### src/rtl/rxd_pkg.sv
package rxd_pkg;

    localparam int RXEN_BIT  = 1;
    localparam int OWN_BIT   = 31;
    localparam int WRAP_BIT  = 15;
    localparam int CRC_PAD   = 4;
    localparam logic [15:0] SEG_FLAGS = 16'h0300;

    typedef enum logic [2:0] {
        S_IDLE,
        S_FETCH,
        S_PAY,
        S_WB,
        S_FIN
    } rxd_state_e;

    typedef enum logic [1:0] {
        EV_NONE,
        EV_SHORT,
        EV_NODESC,
        EV_GOOD
    } rxd_ev_e;

    typedef enum logic [1:0] {
        CL_UNI,
        CL_BCAST,
        CL_MCAST
    } rxd_class_e;

    typedef struct packed {
        logic abn_sum;
        logic buf_unav;
        logic norm_sum;
        logic rx_done;
    } rxd_sts_t;

    function automatic rxd_sts_t sts_for(input rxd_ev_e kind);
        rxd_sts_t s;
        s = '0;
        case (kind)
            EV_SHORT, EV_GOOD: begin
                s.rx_done  = 1'b1;
                s.norm_sum = 1'b1;
            end
            EV_NODESC: begin
                s.buf_unav = 1'b1;
                s.abn_sum  = 1'b1;
            end
            default: s = '0;
        endcase
        return s;
    endfunction

endpackage

### src/rtl/rxd_classify.sv
module rxd_classify
    import rxd_pkg::*;
(
    input  logic [47:0] dst,
    output rxd_class_e  cls
);
    logic first_grp;
    logic all_ones;

    always_comb begin
        first_grp = dst[0];
        all_ones  = &dst;
        if (!first_grp)
            cls = CL_UNI;
        else if (all_ones)
            cls = CL_BCAST;
        else
            cls = CL_MCAST;
    end
endmodule

### src/rtl/rxd_seq.sv
module rxd_seq
    import rxd_pkg::*;
#(
    parameter int AW         = 32,
    parameter int LW         = 16,
    parameter int DESC_BYTES = 32,
    parameter int MIN_LEN    = 12
) (
    input  logic          clk,
    input  logic          rst,
    input  logic [31:0]   dma_ctrl,
    input  logic          base_wr,
    input  logic [AW-1:0] base_data,
    output logic [AW-1:0] cur_ptr,
    input  logic          frm_valid,
    output logic          frm_ready,
    input  logic [LW-1:0] frm_len,
    input  logic [47:0]   frm_dst,
    output logic          dsc_rd_req,
    output logic [AW-1:0] dsc_rd_addr,
    input  logic          dsc_rd_ack,
    input  logic [31:0]   dsc_rd_ctl,
    input  logic [15:0]   dsc_rd_b1size,
    input  logic [AW-1:0] dsc_rd_b1addr,
    output logic          pay_req,
    output logic [AW-1:0] pay_addr,
    output logic [LW-1:0] pay_len,
    input  logic          pay_done,
    output logic          wb_req,
    output logic [AW-1:0] wb_addr,
    output logic [31:0]   wb_ctl,
    input  logic          wb_done,
    output logic          ev_valid,
    output rxd_ev_e       ev_kind,
    output logic [LW-1:0] ev_len,
    output logic [47:0]   ev_dst
);
    localparam logic [AW-1:0] STEP    = AW'(DESC_BYTES);
    localparam logic [LW-1:0] MIN_L   = LW'(MIN_LEN);
    localparam logic [LW-1:0] PAD_L   = LW'(CRC_PAD);

    rxd_state_e    state;
    rxd_ev_e       kind_q;
    logic [AW-1:0] base_q;
    logic [LW-1:0] len_q;
    logic [47:0]   dst_q;
    logic [15:0]   b1size_q;
    logic [AW-1:0] b1addr_q;
    logic [LW-1:0] len_tot;
    logic          take;

    assign frm_ready = (state == S_IDLE) && dma_ctrl[RXEN_BIT];
    assign take      = frm_valid && frm_ready;
    assign len_tot   = len_q + PAD_L;

    always_ff @(posedge clk) begin
        if (rst) begin
            state    <= S_IDLE;
            kind_q   <= EV_NONE;
            len_q    <= '0;
            dst_q    <= '0;
            b1size_q <= '0;
            b1addr_q <= '0;
        end else begin
            case (state)
                S_IDLE: begin
                    if (take) begin
                        len_q <= frm_len;
                        dst_q <= frm_dst;
                        if (frm_len < MIN_L) begin
                            kind_q <= EV_SHORT;
                            state  <= S_FIN;
                        end else begin
                            state  <= S_FETCH;
                        end
                    end
                end
                S_FETCH: begin
                    if (dsc_rd_ack) begin
                        b1size_q <= dsc_rd_b1size;
                        b1addr_q <= dsc_rd_b1addr;
                        if (!dsc_rd_ctl[OWN_BIT]) begin
                            kind_q <= EV_NODESC;
                            state  <= S_FIN;
                        end else begin
                            state  <= S_PAY;
                        end
                    end
                end
                S_PAY: begin
                    if (pay_done)
                        state <= S_WB;
                end
                S_WB: begin
                    if (wb_done) begin
                        kind_q <= EV_GOOD;
                        state  <= S_FIN;
                    end
                end
                S_FIN: begin
                    kind_q <= EV_NONE;
                    state  <= S_IDLE;
                end
                default: state <= S_IDLE;
            endcase
        end
    end

    always_ff @(posedge clk) begin
        if (rst) begin
            base_q  <= '0;
            cur_ptr <= '0;
        end else if (base_wr) begin
            base_q  <= base_data;
            cur_ptr <= base_data;
        end else if (state == S_WB && wb_done) begin
            cur_ptr <= b1size_q[WRAP_BIT] ? base_q : cur_ptr + STEP;
        end
    end

    always_comb begin
        dsc_rd_req  = (state == S_FETCH);
        dsc_rd_addr = cur_ptr;
        pay_req     = (state == S_PAY);
        pay_addr    = b1addr_q;
        pay_len     = len_q;
        wb_req      = (state == S_WB);
        wb_addr     = cur_ptr;
        wb_ctl      = {len_tot[15:0], SEG_FLAGS};
        ev_valid    = (state == S_FIN);
        ev_kind     = kind_q;
        ev_len      = len_q;
        ev_dst      = dst_q;
    end

    p_no_accept_off_r1: assert property (@(posedge clk) disable iff (rst)
        (state == S_IDLE && !dma_ctrl[RXEN_BIT]) |=> (state == S_IDLE));

    p_short_skip_r2: assert property (@(posedge clk) disable iff (rst)
        (take && frm_len < MIN_L) |=> !dsc_rd_req);

    p_wb_word_r5: assert property (@(posedge clk) disable iff (rst)
        wb_req |-> (!wb_ctl[OWN_BIT] && wb_ctl[9:8] == 2'b11));

    p_ptr_move_r6: assert property (@(posedge clk) disable iff (rst)
        ($past(wb_req && wb_done) && !$past(base_wr))
        |-> (cur_ptr == base_q || cur_ptr == $past(cur_ptr) + STEP));

    p_single_req_r10: assert property (@(posedge clk) disable iff (rst)
        $onehot0({dsc_rd_req, pay_req, wb_req}));

    p_pay_hold_r10: assert property (@(posedge clk) disable iff (rst)
        (pay_req && !pay_done) |=> pay_req);
endmodule

### src/rtl/rxd_stats.sv
module rxd_stats
    import rxd_pkg::*;
#(
    parameter int LW = 16,
    parameter int CW = 64
) (
    input  logic          clk,
    input  logic          rst,
    input  logic          ev_valid,
    input  rxd_ev_e       ev_kind,
    input  logic [LW-1:0] ev_len,
    input  rxd_class_e    ev_cls,
    output logic [CW-1:0] cnt_frames,
    output logic [CW-1:0] cnt_bytes,
    output logic [CW-1:0] cnt_mcast,
    output logic [CW-1:0] cnt_bcast
);
    localparam int NCNT = 4;

    logic          good;
    logic [CW-1:0] inc [NCNT];
    logic [CW-1:0] cnt [NCNT];

    assign good = ev_valid && (ev_kind == EV_GOOD);

    always_comb begin
        inc[0] = CW'(1);
        inc[1] = CW'(ev_len) + CW'(CRC_PAD);
        inc[2] = CW'(ev_cls == CL_MCAST);
        inc[3] = CW'(ev_cls == CL_BCAST);
    end

    for (genvar k = 0; k < NCNT; k++) begin : g_cnt
        always_ff @(posedge clk) begin
            if (rst)
                cnt[k] <= '0;
            else if (good)
                cnt[k] <= cnt[k] + inc[k];
        end
    end

    assign cnt_frames = cnt[0];
    assign cnt_bytes  = cnt[1];
    assign cnt_mcast  = cnt[2];
    assign cnt_bcast  = cnt[3];

    p_frames_step_r8: assert property (@(posedge clk) disable iff (rst)
        !$stable(cnt_frames) |-> (cnt_frames == $past(cnt_frames) + CW'(1)));

    p_class_excl_r7: assert property (@(posedge clk) disable iff (rst)
        !(!$stable(cnt_mcast) && !$stable(cnt_bcast)));
endmodule

### src/rtl/rxd_status.sv
module rxd_status
    import rxd_pkg::*;
(
    input  logic       clk,
    input  logic       rst,
    input  logic       ev_valid,
    input  rxd_ev_e    ev_kind,
    input  logic [3:0] sts_clr,
    output logic [3:0] sts
);
    rxd_sts_t set_v;
    logic [3:0] sts_q;

    assign set_v = ev_valid ? sts_for(ev_kind) : '0;

    for (genvar i = 0; i < 4; i++) begin : g_bit
        always_ff @(posedge clk) begin
            if (rst)
                sts_q[i] <= 1'b0;
            else if (set_v[i])
                sts_q[i] <= 1'b1;
            else if (sts_clr[i])
                sts_q[i] <= 1'b0;
        end

        p_sticky_r9: assert property (@(posedge clk) disable iff (rst)
            (sts_q[i] && !sts_clr[i]) |=> sts_q[i]);
    end

    assign sts = sts_q;
endmodule

### src/rtl/rx_desc_engine.sv
module rx_desc_engine
    import rxd_pkg::*;
#(
    parameter int AW         = 32,
    parameter int LW         = 16,
    parameter int CW         = 64,
    parameter int DESC_BYTES = 32,
    parameter int MIN_LEN    = 12
) (
    input  logic          clk,
    input  logic          rst,
    input  logic [31:0]   dma_ctrl,
    input  logic          base_wr,
    input  logic [AW-1:0] base_data,
    output logic [AW-1:0] cur_ptr,
    input  logic          frm_valid,
    output logic          frm_ready,
    input  logic [LW-1:0] frm_len,
    input  logic [47:0]   frm_dst,
    output logic          dsc_rd_req,
    output logic [AW-1:0] dsc_rd_addr,
    input  logic          dsc_rd_ack,
    input  logic [31:0]   dsc_rd_ctl,
    input  logic [15:0]   dsc_rd_b1size,
    input  logic [AW-1:0] dsc_rd_b1addr,
    output logic          pay_req,
    output logic [AW-1:0] pay_addr,
    output logic [LW-1:0] pay_len,
    input  logic          pay_done,
    output logic          wb_req,
    output logic [AW-1:0] wb_addr,
    output logic [31:0]   wb_ctl,
    input  logic          wb_done,
    output logic [3:0]    sts,
    input  logic [3:0]    sts_clr,
    output logic [CW-1:0] cnt_frames,
    output logic [CW-1:0] cnt_bytes,
    output logic [CW-1:0] cnt_mcast,
    output logic [CW-1:0] cnt_bcast
);
    logic          ev_valid;
    rxd_ev_e       ev_kind;
    logic [LW-1:0] ev_len;
    logic [47:0]   ev_dst;
    rxd_class_e    ev_cls;

    rxd_seq #(
        .AW(AW), .LW(LW), .DESC_BYTES(DESC_BYTES), .MIN_LEN(MIN_LEN)
    ) u_seq (
        .clk(clk), .rst(rst), .dma_ctrl(dma_ctrl),
        .base_wr(base_wr), .base_data(base_data), .cur_ptr(cur_ptr),
        .frm_valid(frm_valid), .frm_ready(frm_ready),
        .frm_len(frm_len), .frm_dst(frm_dst),
        .dsc_rd_req(dsc_rd_req), .dsc_rd_addr(dsc_rd_addr),
        .dsc_rd_ack(dsc_rd_ack), .dsc_rd_ctl(dsc_rd_ctl),
        .dsc_rd_b1size(dsc_rd_b1size), .dsc_rd_b1addr(dsc_rd_b1addr),
        .pay_req(pay_req), .pay_addr(pay_addr), .pay_len(pay_len),
        .pay_done(pay_done),
        .wb_req(wb_req), .wb_addr(wb_addr), .wb_ctl(wb_ctl),
        .wb_done(wb_done),
        .ev_valid(ev_valid), .ev_kind(ev_kind),
        .ev_len(ev_len), .ev_dst(ev_dst)
    );

    rxd_classify u_cls (
        .dst(ev_dst),
        .cls(ev_cls)
    );

    rxd_stats #(.LW(LW), .CW(CW)) u_stats (
        .clk(clk), .rst(rst),
        .ev_valid(ev_valid), .ev_kind(ev_kind),
        .ev_len(ev_len), .ev_cls(ev_cls),
        .cnt_frames(cnt_frames), .cnt_bytes(cnt_bytes),
        .cnt_mcast(cnt_mcast), .cnt_bcast(cnt_bcast)
    );

    rxd_status u_sts (
        .clk(clk), .rst(rst),
        .ev_valid(ev_valid), .ev_kind(ev_kind),
        .sts_clr(sts_clr), .sts(sts)
    );

    p_nodesc_quiet_r3: assert property (@(posedge clk) disable iff (rst)
        (dsc_rd_req && dsc_rd_ack && !dsc_rd_ctl[OWN_BIT]) |=> (!pay_req && !wb_req));
endmodule

### config.mk
export PLATFORM = sky130hd
export DESIGN_NAME = rx_desc_engine
export DESIGN_NICKNAME = d
export VERILOG_FILES = /design/src/rtl/rxd_pkg.sv /design/src/rtl/rxd_classify.sv /design/src/rtl/rxd_seq.sv /design/src/rtl/rxd_stats.sv /design/src/rtl/rxd_status.sv /design/src/rtl/rx_desc_engine.sv
export SDC_FILE = /design/constraint.sdc
export NUM_CORES = 1
export LEC_CHECK = 0
export BUFFER_PORTS_ARGS = -buffer_cell sky130_fd_sc_hd__buf_2
export CAP_MARGIN = 40
export CELL_PAD_IN_SITES_DETAIL_PLACEMENT = 1
export CELL_PAD_IN_SITES_GLOBAL_PLACEMENT = 2
export CORE_ASPECT_RATIO = 1.2
export CORE_UTILIZATION = 33
export CTS_CLUSTER_SIZE = 28
export DETAILED_ROUTE_END_ITERATION = 7
export GPL_ROUTABILITY_DRIVEN = 0
export PLACE_DENSITY = 0.93
export SLEW_MARGIN = 20
export SYNTH_ARGS = -nofsm -noshare
export SYNTH_HDL_FRONTEND = slang
export SYNTH_SLANG_ARGS = --single-unit
### constraint.sdc
create_clock -name clk -period 16.4 [get_ports clk]
set_input_delay 3.28 -clock clk [delete_from_list [all_inputs] [get_ports clk]]
set_output_delay 3.28 -clock clk [all_outputs]
set_load 0.02 [all_outputs]
Word level (Yosys, flattened, before mapping)
Memories as Yosys holds them, arrays and structs flattened. Cells that the tools add are included. W data, S select, Z words.

Reductions and logical operators: 17. Bitwise operators: 4. Order comparisons: 1. Eq/ne operators: 15. Muxes and demuxes: 38. Add/sub/neg operators: 7.

Operator list (number): $mux W64 (4); $add A64 B1 Y64 (2); $mux W32 (3); $add A64 B1 Y64 const B (1); $add A64 B64 Y64 (1); $reduce_and A48 Y1 (1); $add A32 B6 Y32 const B (1); $mux W2 (9); $mux W3 (6); $add A16 B3 Y17 const B (1); $add A16 B3 Y16 const B (1); $lt A16 B4 Y1 const B (1); $mux W1 (13); $pmux W3 S4 (1); $reduce_bool A2 Y1 (5); $ne A2 B1 Y1 const B (4); $pmux W2 S4 (1); $eq A2 B2 Y1 const B (3); $eq A3 B2 Y1 const B (2); $reduce_and A6 Y1 (1); $eq A2 B1 Y1 const B (2); $logic_and A1 B1 Y1 (4); $mux W4 (1); $ne A2 B2 Y1 const B (2); 8 further kinds (12).

Bits in registers: 185. Output and inout port bits: 440. Memories: 1. Bits of input ports: 219. Memory bits (writable): 256.

Memory list: u_stats.cnt (words 4, width 64, rd ports 4, clocked after memory_dff 0, write ports 4, line rxd_stats.sv:22) `logic [CW-1:0] cnt [NCNT];`.

Logic depth before layout (Yosys ltp)
Depth in word-level cells: 6. Gate-level depth with buffers: 15.

Hierarchy
Synthesis repeated with hierarchy kept, for this count alone.

Cell total of the unflattened synthesis: 2538. Area total of the unflattened synthesis: 23297.3 µm².

Modules (own cells, without submodules): rxd_stats (area each 15135.8 µm², times used 1, cells an instance 1505, sequential area each 7687.4 µm²); rxd_seq (area each 7892.6 µm², times used 1, cells an instance 1001, sequential area each 3323.2 µm²); rxd_status (area each 152.6 µm², times used 1, cells an instance 14, sequential area each 80.1 µm²); rxd_classify (area each 116.4 µm², times used 1, cells an instance 18, sequential area each 0.0 µm²).

Worst setup path before layout
Ideal clock, no wire load.

Path type: input -> register. Start: input rst. End: memory u_stats.cnt[0][0] (enable). Data required time: 15.873 ns. Setup slack: 8.795 ns. Stages on the path: 3. Data arrival time: 7.078 ns. Path through: clkbuf_1 clkbuf_1 a31o_2.

RTL lines: start: declaration (line rx_desc_engine.sv:11) `input logic rst,`; end: declaration (line rxd_stats.sv:22).

Worst setup path after layout
Start: input dma_ctrl[1]. End: output frm_ready.

Word-level cells in the longest chain between the ends: 1.

RTL lines: start: declaration (line rx_desc_engine.sv:12) `input logic [31:0] dma_ctrl,`; $logic_and A1 B1 Y1 (line rxd_seq.sv:52) `assign frm_ready = (state == S_IDLE) && dma_ctrl[RXEN_BIT];`; end: declaration (line rx_desc_engine.sv:17) `output logic frm_ready,`.

Every way passes these cells.

==> metrics.md <==
| Metric | Value |
|---|---|
| Pre-CTS setup slack | `8.910 ns` |
| Net Sw Power | `0.6972 mW` |
| Post-synthesis xor/xnor area fraction | `8.913%` |
| Post-synthesis cell type count | `73` |
| Primary FF master, synth | `edfxtp_1` |
| Critical path origin | `dma_ctrl[1]` |
| Top cells by count, synth | `nand2_1, nor2_1, edfxtp_1, a21oi_1, dfxtp_1` |
| Top cell type's share of synthesized area | `34.92%` |
| Multiplexer share of the synthesized area | `1.194%` |
| Pin count of the biggest net entering global routing | `85` |
| R2r startpoint | `u_seq.ev_len[5]$_SDFFE_PP0P_` |
| Post-DP HPWL | `56.16 mm` |
| Skew-Pair Late Insertion Delay | `0.59 ns` |
| Area leader, netlist | `edfxtp_1` |
| Pwr Density | `97.61 nW/um^2` |
| CP top delay family | `simple AND/OR/NAND/NOR gates` |
| Vias in the first global route | `20,309` |
| Finished Cell Area | `27,030 sq um` |
| Ranking of synthesized cells by area | `edfxtp_1, dfxtp_1, nand2_1` |
| Final hold vios | `0` |
| Final Power | `2.639 mW` |
| Maximum clock rate | `0.1335 GHz` |
| Core box area | `65,850 sq um` |
| Chip width | `237.8 um` |
| Number of synthesized flops with an enable pin | `256` |
| Clock share of power | `42.9%` |
| Logic pwr share | `10.4%` |
| FF-to-FF End | `u_stats.cnt[1][47]$_SDFFCE_PN0P_` |
| Placed cell areas | `25,330 sq um` |
| Syn Inst Count | `2,361` |
| Sequential share of power | `46.7%` |
| Mapped Avg Cell Area | `9.323 sq um` |
| Endpoints failing setup | `0` |
| Non-filler cells, final | `3,770` |
| Worst path bufs/invs | `2` |
| Drt pass-1 iters | `5` |
| WL/cell | `20.07 um` |
| Clock sinks | `426` |
| Reg clk slew, reported paths | `0.06 ns` |
| Sw Ratio | `26.42%` |
| Root Buffer | `clkbuf_16` |
| #FFs+latches synth | `426` |
| Hold crit path type | `register to register` |
| CP Launch Type | `input port` |
| Status | `finished, final reports clean` |
| Tot GR Track Use | `21.62%` |
| Slowest cell on the critical path | `nor4b_1` |
| Largest family of logic cells by synthesized area | `simple AND/OR/NAND/NOR gates` |
| Syn Std Cell Area | `22,010 sq um` |
| Slew HR | `41.76%` |
| Sequential Area | `11,090 sq um` |
| Critical Path RT | `13.12 ns` |
| Die footprint | `67,750 sq um` |
| Core Util, Final | `41.05%` |
| Worst VDD drop | `0.07193 mV` |
| Area Overhead vs Synth | `22.81%` |
| Worst-margin pin slew | `0.8669 ns` |
| Synth Area in Simple Gates | `23.12%` |
| Setup crit end kind | `primary output` |
| Worst EP arrival | `4.21 ns` |
| Fin crit period | `7.491 ns` |
| Static leakage | `10.48 nW` |
| Crit path to | `frm_ready` |
| Congestion Overflow GR | `0` |
| DR DRC count | `0` |
| First-pass GRT wire length | `116.5 mm` |
| Wirelength, routed | `75.65 mm` |
| Via count | `19,482` |
| H-Tree Depth | `2` |
| Clock Path Buffers | `3` |
| Initial core utilization | `33.43%` |
| DIE HEIGHT | `284.9 um` |
| Max cap viols | `0` |
| Most Frequent Cell on Critical Path | `buf_2` |
| CTS buffer count | `48` |
| Cell internal pwr | `1.941 mW` |
| R2r setup slk | `12.09 ns` |
| TritonCTS clock tree | `built` |
| Ports | `659` |
| Post-CTS Setup Inserts | `0` |
| Share of layout cells above drive strength 1 | `24.39%` |
| Adder-Cell Fraction of Synth Area | `1.512%` |
| Max Clock Skew | `0.02441 ns` |
| RSZ-0062 raised after global routing | `no` |
| Crit path max fanout | `3` |
| Initial antenna violation count | `9` |
| Post-CTS Hold Buffers | `0` |
| Peak per-stage delay on the critical path | `0.54 ns` |
| Async S/R FF share, synth | `0%` |
| Final ANT Viol Nets | `0` |
| Slew Limit Fails | `0` |
| Port Buffers | `565` |
| Critical path, cell by cell | `buf_2 -> nor4b_1 -> buf_2` |
| Setup total negative slack | `0 ns` |
| Hold_sp | `u_seq.pay_addr[2]$_SDFFE_PP0P_` |
| Multi-input gate area | `9883 sq um` |
| Seq/Total Area, Yosys | `50.38%` |
| Via density per instance | `5.168` |
| Final period utilization | `45.68%` |
| # rows | `103` |
| Nets | `3,084` |
| R2r worst-path depth | `13` |
| Fill count | `7,734` |
| Levels on crit path | `3` |
| Top-count cell post-synth | `nand2_1` |
| CP Class | `input port to primary output` |
| Fin Hold WS | `0.4551 ns` |
| Synth Area in Compound Gates | `9.754%` |
| Cells after DPL | `3,678` |
| Post-CTS sizing | `0` |
| Post-route setup slack | `8.909 ns` |
| Number of DRC markers in iteration 0 | `836` |
| Syn. warnings | `0` |
## worst register-to-register path: cells and delay by family, from the launching register on
family / cells / cell delay [ns]
AOI/OAI and AO/OA: 3 / 1.09
xor gates and xnor gates: 2 / 0.70
DFF: 1 / 0.50
adders and majority gates: 1 / 0.30
and+or+nand+nor: 7 / 1.48
## cell type report
type	count	share of cell area [%]
Sequential cell	426	41.03
Clock inverter	25	1.065
Antenna cell	4	0.03703
Multi-Input combinational cell	1736	36.56
Tap cell	892	4.128
Timing Repair Buffer	594	11.77
Inverter	33	0.4582
Clock buffer	60	4.957
## metal layers
metal | routed length [um] | global-route usage [%] | part of all wire [%] | vias to the layer above
li1 | - | - | - | 9190
met1 | 29700 | 24.59 | 39 | 9634
met2 | 39280 | 39.96 | 52 | 536
met3 | 4805 | 4.995 | 6.4 | 110
met4 | 1778 | 6.032 | 2.4 | 12
met5 | 78 | 0 | 0.10 | -
## cell families after synthesis
logic type / Yosys count
buffers and inverters: 213
adder cells (fa/ha/maj): 26
other: 2
AND/OR/NAND/NOR: 1080
AO/OA/AOI/OAI: 364
multiplexers: 26
XOR/XNOR: 224
flip-flops: 426
## power groups by stage
stage | Sequential (mW) | Clock (mW) | Combinational (mW)
floorplan | 1.28 | 0 | 0.142
global placement | 1.25 | 0 | 0.264
detailed placement | 1.25 | 0 | 0.273
CTS | 1.23 | 1.16 | 0.275
global route | 1.24 | 1.20 | 0.295
finish | 1.23 | 1.13 | 0.274
## sequential cells by signal (all words and copies together) (netlist names)
signal and flops:
u_seq.ev_dst 48, u_seq.cur_ptr 32, u_seq.state 3, u_seq.ev_kind 2
u_seq.pay_addr 32, u_seq.b1size_q 1, u_stats.cnt 256, u_sts.sts 4
u_seq.ev_len 16, u_seq.base_q 32
## how the worst min path moves through the flow
| stage | end | depth (start not counted) |
|---|---|---|
| 2_1_floorplan | u_seq.ev_dst[16]$_SDFFE_PP0P_ | 2 |
| 3_3_place_gp | u_seq.pay_addr[19]$_SDFFE_PP0P_ | 2 |
| 3_5_place_dp | u_seq.pay_addr[29]$_SDFFE_PP0P_ | 2 |
| 4_1_cts | u_seq.pay_addr[21]$_SDFFE_PP0P_ | 2 |
| 5_1_grt | u_seq.pay_addr[13]$_SDFFE_PP0P_ | 2 |
| 6_report | u_seq.pay_addr[2]$_SDFFE_PP0P_ | 2 |
## cell usage in the layout (no fill, tap or decap), drive strengths merged, types with 5 or more instances in the layout
master / count
buf: 594
nand2: 353
nor2: 307
edfxtp: 256
a21oi: 203
dfxtp: 170
xor2: 124
nand3: 101
xnor2: 100
nand4: 74
o21ai: 68
clkbuf: 60
nor3: 42
or3: 41
and3: 40
inv: 37
and4: 35
and2: 27
ha: 25
mux2i: 24
nor4: 17
conb: 16
a211oi: 14
clkinv: 13
nand2b: 12
a2111oi: 11
o211ai: 9
nor2b: 7
nor4b: 7
a21o: 7
a31oi: 7
nor3b: 7
bufinv: 6
a31o: 6
o22ai: 5
or2: 5
No activity file was read; power rests on OpenSTA's default activity.
